===== src/rtl/xbar_pkg.sv =====
package xbar_pkg;
  localparam int NGRP  = 6;
  localparam int GRP_W = $clog2(NGRP);

  // pins taken by each group, highest rank first
  function automatic int grp_width(int g);
    case (g)
      0: return 2;
      1: return 2;
      2: return 2;
      3: return 1;
      4: return 4;
      default: return 2;
    endcase
  endfunction

  // first slot owned by group g
  function automatic int grp_base(int g);
    int acc;
    acc = 0;
    for (int k = 0; k < g; k++) acc += grp_width(k);
    return acc;
  endfunction

  localparam int NSIG   = grp_base(NGRP);
  localparam int SLOT_W = $clog2(NSIG);

  // group that owns slot s
  function automatic logic [GRP_W-1:0] slot_grp(int s);
    logic [GRP_W-1:0] r;
    r = '0;
    for (int g = 0; g < NGRP; g++)
      if (s >= grp_base(g) && s < grp_base(g) + grp_width(g)) r = GRP_W'(g);
    return r;
  endfunction
endpackage


===== src/rtl/xbar_route.sv =====
module xbar_route import xbar_pkg::*; #(
  parameter int NPIN  = 8,
  localparam int PIN_W = $clog2(NPIN)
) (
  input  logic                         clk,
  input  logic                         rst_n,
  input  logic                         xbar_en,
  input  logic [NGRP-1:0]              grp_en,
  input  logic [NPIN-1:0]              blocked,
  output logic [NPIN-1:0]              pin_hit,
  output logic [NPIN-1:0][SLOT_W-1:0]  pin_slot,
  output logic [NSIG-1:0]              sig_hit,
  output logic [NSIG-1:0][PIN_W-1:0]   sig_pin
);
  logic [NSIG-1:0] slot_en;
  logic [NPIN-1:0] taken;
  logic            found;

  always_comb begin
    for (int s = 0; s < NSIG; s++) slot_en[s] = xbar_en & grp_en[slot_grp(s)];
  end

  // ranked scan: each enabled slot takes the lowest free pin
  always_comb begin
    taken    = '0;
    pin_hit  = '0;
    pin_slot = '0;
    sig_hit  = '0;
    sig_pin  = '0;
    found    = 1'b0;
    for (int s = 0; s < NSIG; s++) begin
      found = 1'b0;
      if (slot_en[s]) begin
        for (int p = 0; p < NPIN; p++) begin
          if (!found && !blocked[p] && !taken[p]) begin
            found       = 1'b1;
            taken[p]    = 1'b1;
            pin_hit[p]  = 1'b1;
            pin_slot[p] = SLOT_W'(s);
            sig_hit[s]  = 1'b1;
            sig_pin[s]  = PIN_W'(p);
          end
        end
      end
    end
  end

  AST_BLOCKED_NEVER_CLAIMED: assert property (@(posedge clk) disable iff (!rst_n)
    (pin_hit & blocked) == '0);
  AST_STARVED_MEANS_FULL: assert property (@(posedge clk) disable iff (!rst_n)
    (|(slot_en & ~sig_hit)) |-> ((pin_hit | blocked) == '1));
  AST_OFF_NO_CLAIM: assert property (@(posedge clk) disable iff (!rst_n)
    !xbar_en |-> (sig_hit == '0));
endmodule


===== src/rtl/xbar_pin_cell.sv =====
module xbar_pin_cell import xbar_pkg::*; (
  input  logic              clk,
  input  logic              rst_n,
  input  logic              xbar_en,
  input  logic              hit,
  input  logic [SLOT_W-1:0] slot,
  input  logic [NSIG-1:0]   periph_out,
  input  logic [NSIG-1:0]   periph_oe,
  input  logic              latch_bit,
  input  logic              pp,
  input  logic              analog,
  input  logic              pu_dis,
  output logic              pad_o,
  output logic              pad_oe,
  output logic              pad_pp,
  output logic              pad_pu
);
  logic val_d, src_oe, oe_d, pu_d;

  always_comb begin
    val_d  = (hit && slot < NSIG) ? periph_out[slot] : latch_bit;
    src_oe = (hit && slot < NSIG) ? periph_oe[slot] : 1'b1;
    if (!xbar_en || analog) src_oe = 1'b0;
    oe_d = src_oe & (pp | ~val_d);
    pu_d = ~pu_dis & ~analog;
  end

  always_ff @(posedge clk or negedge rst_n) begin
    if (!rst_n) begin
      pad_o  <= 1'b0;
      pad_oe <= 1'b0;
      pad_pp <= 1'b0;
      pad_pu <= 1'b0;
    end else begin
      pad_o  <= val_d;
      pad_oe <= oe_d;
      pad_pp <= pp;
      pad_pu <= pu_d;
    end
  end

  AST_OD_NEVER_HIGH: assert property (@(posedge clk) disable iff (!rst_n)
    (pad_oe && !pad_pp) |-> !pad_o);
  AST_ANALOG_UNDRIVEN: assert property (@(posedge clk) disable iff (!rst_n)
    analog |=> (!pad_oe && !pad_pu));
endmodule


===== src/rtl/xbar_in_return.sv =====
module xbar_in_return import xbar_pkg::*; #(
  parameter int NPIN  = 8,
  localparam int PIN_W = $clog2(NPIN)
) (
  input  logic                       clk,
  input  logic                       rst_n,
  input  logic [NSIG-1:0]            sig_hit,
  input  logic [NSIG-1:0][PIN_W-1:0] sig_pin,
  input  logic [NPIN-1:0]            pad_i,
  output logic [NSIG-1:0]            periph_in
);
  for (genvar s = 0; s < NSIG; s++) begin : g_ret
    assign periph_in[s] = sig_hit[s] ? pad_i[sig_pin[s]] : 1'b1;

    AST_UNROUTED_IDLE: assert property (@(posedge clk) disable iff (!rst_n)
      !sig_hit[s] |-> periph_in[s]);
  end
endmodule


===== src/rtl/pin_xbar_top.sv =====
module pin_xbar_top import xbar_pkg::*; #(
  parameter int NPIN = 8
) (
  input  logic            clk,
  input  logic            rst_n,
  input  logic            xbar_en,
  input  logic [NGRP-1:0] grp_en,
  input  logic [NPIN-1:0] skip_msk,
  input  logic [NPIN-1:0] ana_msk,
  input  logic [NPIN-1:0] pp_msk,
  input  logic            pu_dis,
  input  logic [NPIN-1:0] port_latch,
  input  logic [NSIG-1:0] periph_out,
  input  logic [NSIG-1:0] periph_oe,
  input  logic [NPIN-1:0] pad_i,
  output logic [NSIG-1:0] periph_in,
  output logic [NPIN-1:0] port_rd,
  output logic [NPIN-1:0] pad_o,
  output logic [NPIN-1:0] pad_oe,
  output logic [NPIN-1:0] pad_pp,
  output logic [NPIN-1:0] pad_pu
);
  localparam int PIN_W = $clog2(NPIN);

  logic [NPIN-1:0]             blocked;
  logic [NPIN-1:0]             pin_hit;
  logic [NPIN-1:0][SLOT_W-1:0] pin_slot;
  logic [NSIG-1:0]             sig_hit;
  logic [NSIG-1:0][PIN_W-1:0]  sig_pin;

  assign blocked = skip_msk | ana_msk;
  assign port_rd = pad_i;

  xbar_route #(.NPIN(NPIN)) i_route (
    .clk(clk), .rst_n(rst_n), .xbar_en(xbar_en), .grp_en(grp_en),
    .blocked(blocked), .pin_hit(pin_hit), .pin_slot(pin_slot),
    .sig_hit(sig_hit), .sig_pin(sig_pin)
  );

  for (genvar p = 0; p < NPIN; p++) begin : g_pin
    xbar_pin_cell i_cell (
      .clk(clk), .rst_n(rst_n), .xbar_en(xbar_en),
      .hit(pin_hit[p]), .slot(pin_slot[p]),
      .periph_out(periph_out), .periph_oe(periph_oe),
      .latch_bit(port_latch[p]), .pp(pp_msk[p]), .analog(ana_msk[p]),
      .pu_dis(pu_dis),
      .pad_o(pad_o[p]), .pad_oe(pad_oe[p]), .pad_pp(pad_pp[p]), .pad_pu(pad_pu[p])
    );
  end

  xbar_in_return #(.NPIN(NPIN)) i_ret (
    .clk(clk), .rst_n(rst_n), .sig_hit(sig_hit), .sig_pin(sig_pin),
    .pad_i(pad_i), .periph_in(periph_in)
  );

  AST_OFF_ALL_INPUTS: assert property (@(posedge clk) disable iff (!rst_n)
    !xbar_en |=> (pad_oe == '0));
  AST_READ_PATH: assert property (@(posedge clk) disable iff (!rst_n)
    port_rd == pad_i);
endmodule


===== config.mk =====
export PLATFORM = sky130hd
export DESIGN_NAME = pin_xbar_top
export DESIGN_NICKNAME = d
export VERILOG_FILES = /design/src/rtl/xbar_pkg.sv /design/src/rtl/xbar_route.sv /design/src/rtl/xbar_pin_cell.sv /design/src/rtl/xbar_in_return.sv /design/src/rtl/pin_xbar_top.sv
export SDC_FILE = /design/constraint.sdc
export NUM_CORES = 1
export LEC_CHECK = 0
export ABC_AREA = 0
export BUFFER_PORTS_ARGS = -buffer_cell sky130_fd_sc_hd__buf_2
export CORE_MARGIN = 5
export CORE_UTILIZATION = 45
export CTS_BUF_LIST = sky130_fd_sc_hd__clkbuf_8
export DETAILED_ROUTE_END_ITERATION = 16
export HOLD_SLACK_MARGIN = 0.02
export PLACE_DENSITY = 0.66
export SLEW_MARGIN = 25
export SYNTH_ARGS = -nofsm -noshare
export SYNTH_HDL_FRONTEND = slang
export SYNTH_SLANG_ARGS = --single-unit

===== constraint.sdc =====
create_clock -name clk -period 6 [get_ports clk]
set_clock_uncertainty 0.2 [all_clocks]
set_input_delay 1.2 -clock clk [delete_from_list [all_inputs] [get_ports clk]]
set_output_delay 1.2 -clock clk [all_outputs]
set_load 0.05 [all_outputs]

# Word-level counts from Yosys, hierarchy flattened

Cells that the tools add are included.
Widths: inputs -> output; s select.

Flip-flop bits (word level): 32
Input port bits: 76
Output and inout port bits: 53
Word-level logic and storage cells: 1217

$lt $le $gt $ge: 29
Muxes and demuxes: 709
Bitwise logic cells: 48
Reductions and logical operators: 399

Operators by type and width:

| kind               | count |
|---|---|
| $mux 1             | 476 |
| $mux 32            | 11 |
| $mux 4             | 88 |
| $mux 3             | 80 |
| $logic_not 1->1    | 196 |
| $logic_and 1x1->1  | 195 |
| $mux 8             | 13 |
| $bmux 1 s4         | 16 |
| $lt 3x4->1 const B | 13 |
| $lt 4x5->1 const B | 8 |
| $bmux 1 s3         | 13 |
| $lt 4x4->1 const B | 8 |
| $mux 29            | 1 |
| $and 1x1->1        | 22 |
| $mux 2             | 11 |
| $not 1->1          | 17 |
| $logic_or 1x1->1   | 8 |
| $or 1x1->1         | 8 |
| $or 8x8->8         | 1 |

# Depth between registers and ports, before layout

Word-level depth: 505
Gate-level depth with buffers: 21
Depth with buffers taken out: 15

# Cells and area by module

Synthesis repeated with hierarchy kept, for this count alone.

Cells, all modules: 1069
Area total of the unflattened synthesis: 8260.4 sq um

By module, submodules not included:

| module         | times used | cells an instance | area each (sq um) | sequential area each (sq um) |
|---|---|---|---|---|
| xbar_route     | 1          | 690               | 3986.3            | 0.0 |
| xbar_pin_cell  | 8          | 33                | 391.6             | 100.1 |
| xbar_in_return | 1          | 99                | 1031.0            | 0.0 |
| pin_xbar_top   | 1          | 16                | 110.1             | 0.0 |

# Least setup slack after synthesis

No wires, ideal clock.

Path kind: in2out
Start: input port skip_msk[2]
End: output port periph_in[12]
Arrival time: 5600 ps
Data required time: 4600 ps
Slack: -1000 ps
Cell stages on the path: 18
Path buffers: 3
Cell sequence: buf_2 -> o22ai_1 -> buf_2 -> nor3_2 -> a211oi_4 -> nand3_2 -> a211oi_2 -> buf_4 -> a211o_1 -> nand2_1 -> or4_4 -> a21oi_1 -> a21boi_0 -> o21ai_0 -> nand4_1 -> mux2i_1 -> mux2_2 -> a31oi_1

Cells in the longest elaborated chain, start to end: 81
Elaborated cells between the ends (all ways): 520
Those cells by class: mux: 231; bitwise: 1; reduce/logical: 288

RTL lines:

| item                                                 | line                               | source |
|---|---|---|
| start, declared                                      | pin_xbar_top.sv:8                  | `input logic [NPIN-1:0] skip_msk,` |
| $or 8x8->8 *                                         | pin_xbar_top.sv:31                 | `assign blocked = skip_msk \| ana_msk;` |
| $logic_not 1->1 *                                    | xbar_route.sv:35                   | `if (!found && !blocked[p] && !taken[p]) begin` |
| $logic_and 1x1->1                                    | xbar_route.sv:35                   |  |
| $mux 1                                               | xbar_route.sv:35                   |  |
| $mux 8                                               | xbar_route.sv:33                   | `if (slot_en[s]) begin` |
| $logic_not 1->1                                      | xbar_route.sv:35                   |  |
| $logic_and 1x1->1                                    | xbar_route.sv:35                   |  |
| $mux 1                                               | xbar_route.sv:35                   |  |
| [... 65 more ...]                                    | n/a                                |  |
| $mux 8 or $logic_not 1->1 (tied branches)            | xbar_route.sv:33, xbar_route.sv:35 |  |
| $logic_not 1->1 or $logic_and 1x1->1 (tied branches) | xbar_route.sv:35                   |  |
| $logic_and 1x1->1                                    | xbar_route.sv:35                   |  |
| $mux 3                                               | xbar_route.sv:35                   |  |
| $mux 3                                               | xbar_route.sv:33                   |  |
| $bmux 1 s3                                           | xbar_in_return.sv:13               | `assign periph_in[s] = sig_hit[s] ? pad_i[sig_pin[s]] : 1'b1;` |
| $mux 1 (implied by the code)                         | xbar_in_return.sv:13               |  |
| $mux 1 *                                             | xbar_in_return.sv:13               |  |
| end, declared                                        | pin_xbar_top.sv:16                 | `output logic [NSIG-1:0] periph_in,` |

Every way passes the cells marked *; elsewhere a longest branch is shown, timed or not. The select of a mux whose other input is x is not followed.

# Worst setup path after layout

Start: input port ana_msk[0]
End: output port periph_in[12]

Cells in the longest elaborated chain, start to end: 89
Elaborated cells between the ends (all ways): 684
Those cells by class: mux: 308; bitwise: 1; reduce/logical: 375

RTL lines:

| item                                                 | line                               | source |
|---|---|---|
| start, declared                                      | pin_xbar_top.sv:9                  | `input logic [NPIN-1:0] ana_msk,` |
| $or 8x8->8 *                                         | pin_xbar_top.sv:31                 |  |
| $mux 1                                               | xbar_route.sv:35                   |  |
| $mux 8                                               | xbar_route.sv:33                   |  |
| $logic_not 1->1                                      | xbar_route.sv:35                   |  |
| $logic_and 1x1->1                                    | xbar_route.sv:35                   |  |
| $mux 1                                               | xbar_route.sv:35                   |  |
| $mux 8 or $mux 1 (tied branches)                     | xbar_route.sv:33                   |  |
| $logic_not 1->1                                      | xbar_route.sv:35                   |  |
| [... 73 more ...]                                    | n/a                                |  |
| $mux 8 or $logic_not 1->1 (tied branches)            | xbar_route.sv:33, xbar_route.sv:35 |  |
| $logic_not 1->1 or $logic_and 1x1->1 (tied branches) | xbar_route.sv:35                   |  |
| $logic_and 1x1->1                                    | xbar_route.sv:35                   |  |
| $mux 3                                               | xbar_route.sv:35                   |  |
| $mux 3                                               | xbar_route.sv:33                   |  |
| $bmux 1 s3                                           | xbar_in_return.sv:13               |  |
| $mux 1 (implied by the code)                         | xbar_in_return.sv:13               |  |
| $mux 1 *                                             | xbar_in_return.sv:13               |  |

Marks and branches as above.

==> impl_metrics.yaml <==
global_route:
  grt_pass1_wl_um: 66900
  grt_use_met2_pct: 61.2
  grt.busiest_layer: "met2"
  antenna_found_initial: 0
  grt_max_degree: 33
  grt.met1_usage_pct: 53.0
  grt_pass1_vias: 11340
  grtUsageMet3_pct: 4.60
  grt.total_usage_pct: 39.0
  grt_remaining_overflow: 0
setup_path:
  cp-end-kind: "output pin"
  critPathArrivalTime_ns: 5.19
  cp-start-kind: "input pin"
  path_max_fanout: 10
  crit_required_ns: 4.60
  criticalPathCategory: "input pin to output pin"
flow_run:
  cap_violations: 0
logic_synthesis:
  synthCells: 1162
  synth.area.mux_share_pct: 17.0
  synth_warnings: 0
  yosysUniqueCellTypes: 106
  yosys.area_share.adder_pct: 0.609
  synth_compound_area_share_pct: 39.0
  synth-edff-count: 0
  synth_most_common_cell: "nand2_1"
  async_flop_share_pct: 100
  syn_area_um2: 8420
  syn_avg_cell_area_um2: 7.24
  ys_seq_area_share_pct: 9.51
  ys_ff_latch: 32
  synth_top_area_cell: "mux2i_1"
  yosys.area_share.xor_xnor_pct: 0.520
  yosys.area.top_type_share_pct: 9.63
  synth_top_family_by_area: "compound AO/OA/AOI/OAI gates"
  synth.area.top_cells: "mux2i_1 9.6%, dfrtp_1 9.5%, nand2_1 5.6%, a21oi_1 5.5%, nor2_1 4.8%"
  synth_ff_type: "dfrtp_1"
  synth.top_cells.by_count: "125 x nand2_1, 107 x nor2_1, 92 x a21oi_1"
  syn_nets: 1238
  yosys.area_share.simple_pct: 24.5
final_layout:
  antennaDiodeCount: 0
  drive_above_1_share_pct: 49.2
  layout.nets: 1694
  syn_to_final_growth_pct: 56.1
  fin_area_um2: 13100
worst_hold_path:
  hold_class: "input pin to asynchronous set/reset pin"
cts:
  cts_tree: "done"
  clk_pin_slew_worst_paths_ns: 0.08
  cts_max_level: 2
  clockBufferDepth: 2
  cts_sinks: 32
  hold_buffers: 0
  cts_root_buffer: "clkbuf_8"
  cts_buffers: 5
sta:
  fmax_mhz: 152
  rsz0062_at_grt: "true"
  hold_viol: 0
  slew_violations: 0
  tns_ns: -3.64
  tightest_slew_ns: 0.908
  slew_headroom_pct: 39.5
  period_needed_ns: 6.59
  min_period_over_period_pct: 110
  setup_slack_ns: -0.587
  setup_viol: 9
floorplanning:
  design.core.area_um2: 18600
  die_h_um: 147
  io_pins: 129
  start_util_pct: 45.3
  dieArea_um2: 21500
  dieWidth_um: 147
  fp-row-count: 50
place:
  port_buffers: 128
  gp_congestion: 1.13
  post-dp-hpwl_um: 34500
  placed_area_um2: 11800
route:
  wirelength_um: 44700
  drc: 0
  num_vias: 12252
  ant_nets: 0
  wl_per_cell_um: 24.1
  vias_per_cell: 6.61
  dr.first_iter.drc_count: 1829
  first_pass_iters: 7
pwr:
  power.density_nw_per_um2: 136
  ir_drop_mv: 0.0755
  p_leak_nw: 5.70
status:
  status: "finished, violations left"
  violations: "negative setup slack"
timing repair:
action	in CTS	in global routing
buffers inserted	33	19
gates cloned	1	1
resized for setup	128	56
setup endpoints to repair	10	11
hold endpoints to repair	0	0
pin swaps	53	46
critical path, cell delays in order:
cell	delay [ns]
buf_8	0.11
or4_4	0.60
o211ai_4	0.25
a31oi_4	0.09
nor3_4	0.26
buf_4	0.22
o211ai_1	0.20
and3_1	0.27
o21a_1	0.21
o21ai_4	0.10
buf_4	0.16
nor4_4	0.05
buf_4	0.15
o31a_1	0.34
mux2i_2	0.29
mux2i_4	0.12
nor4_2	0.22
buf_4	0.15
a31oi_4	0.03
buf_6	0.16
worst max path at each step:
stage / start / end / depth (start not counted)
finish: ana_msk[0] / periph_in[12] / 20
global route: ana_msk[2] / periph_in[12] / 24
global placement: ana_msk[1] / periph_in[12] / 20
detailed placement: ana_msk[1] / periph_in[12] / 19
CTS: skip_msk[0] / periph_in[12] / 19
floorplan: ana_msk[2] / periph_in[12] / 18
layer usage:
layer  routed length [um]  vias up
met1                17500     5728
met3                 4900      200
met2                19500      948
met5                    0        -
met4                 2860        0
li1                     -     5376
state kept, by name (all words and copies together), names as in the netlist:
| signal | cells |
|---|---|
| g_pin.i_cell.pad_o | 8 |
| g_pin.i_cell.pad_oe | 8 |
| g_pin.i_cell.pad_pp | 8 |
| g_pin.i_cell.pad_pu | 8 |
per-stage QoR:
step / worst slack (ns) / total power [mW] / cells / utilization, % / hold WS, ns
after floorplan: -0.411 / 0.933 / 1162 / - / 0.704
after global placement: -0.644 / 1.40 / 1791 / 63.5 / 1.08
after detailed placement: -0.765 / 1.41 / 1791 / 63.5 / 1.09
after CTS: -0.515 / 1.70 / 1833 / 68.5 / 0.760
after global routing: -0.781 / 1.86 / 1853 / 70.7 / 0.799
final: -0.587 / 1.79 / 1853 / 70.7 / 0.734
kinds of logic after synthesis:
group,Yosys count
mux,122
simple gates,414
buf+inv,135
flops,32
xor+xnor,5
fa+ha+maj,5
compound gates,449
cells in the final DEF, fill, tap and decap left out, types with 6 or more instances in the layout:
cell type  instances
buf_4            415
nand2_1          118
buf_2            111
nor2_1            96
mux2i_1           78
a21oi_1           77
o21ai_0           66
nand3_1           40
dfrtp_1           32
buf_6             32
o211ai_1          28
a211oi_1          27
mux2_2            26
a31oi_1           21
o22ai_1           16
nor2b_1           16
inv_1             15
and2_1            14
a21oi_2           14
mux4_2            14
o21ai_1           13
nor3_1            13
o21ai_2           12
nand3_2           11
nor2_2            10
nand4_1           10
a211o_1            9
or2_2              9
o21a_1             9
and3_1             9
a22oi_1            9
a21o_1             8
a211oi_2           8
a21oi_4            7
nand2b_1           7
buf_12             6
cell type report:
class,instances,area [um^2]
inverter,16,60.1
tap,234,293
clock inverter,3,42.5
timing repair buffer,568,4230
fill,1561,5440
sequential,32,801
multi-input combinational,995,7650
clock buffer,5,68.8
power by group:
group | switching, mW | leakage (nW) | total (mW) | internal, mW
Clock | 0.0975 | 0.0541 | 0.220 | 0.123
Combinational | 0.766 | 5.25 | 1.34 | 0.569
Sequential | 0.00321 | 0.396 | 0.235 | 0.232
Total | 0.867 | 5.70 | 1.79 | 0.924
Power figures use the tool's default switching activity.
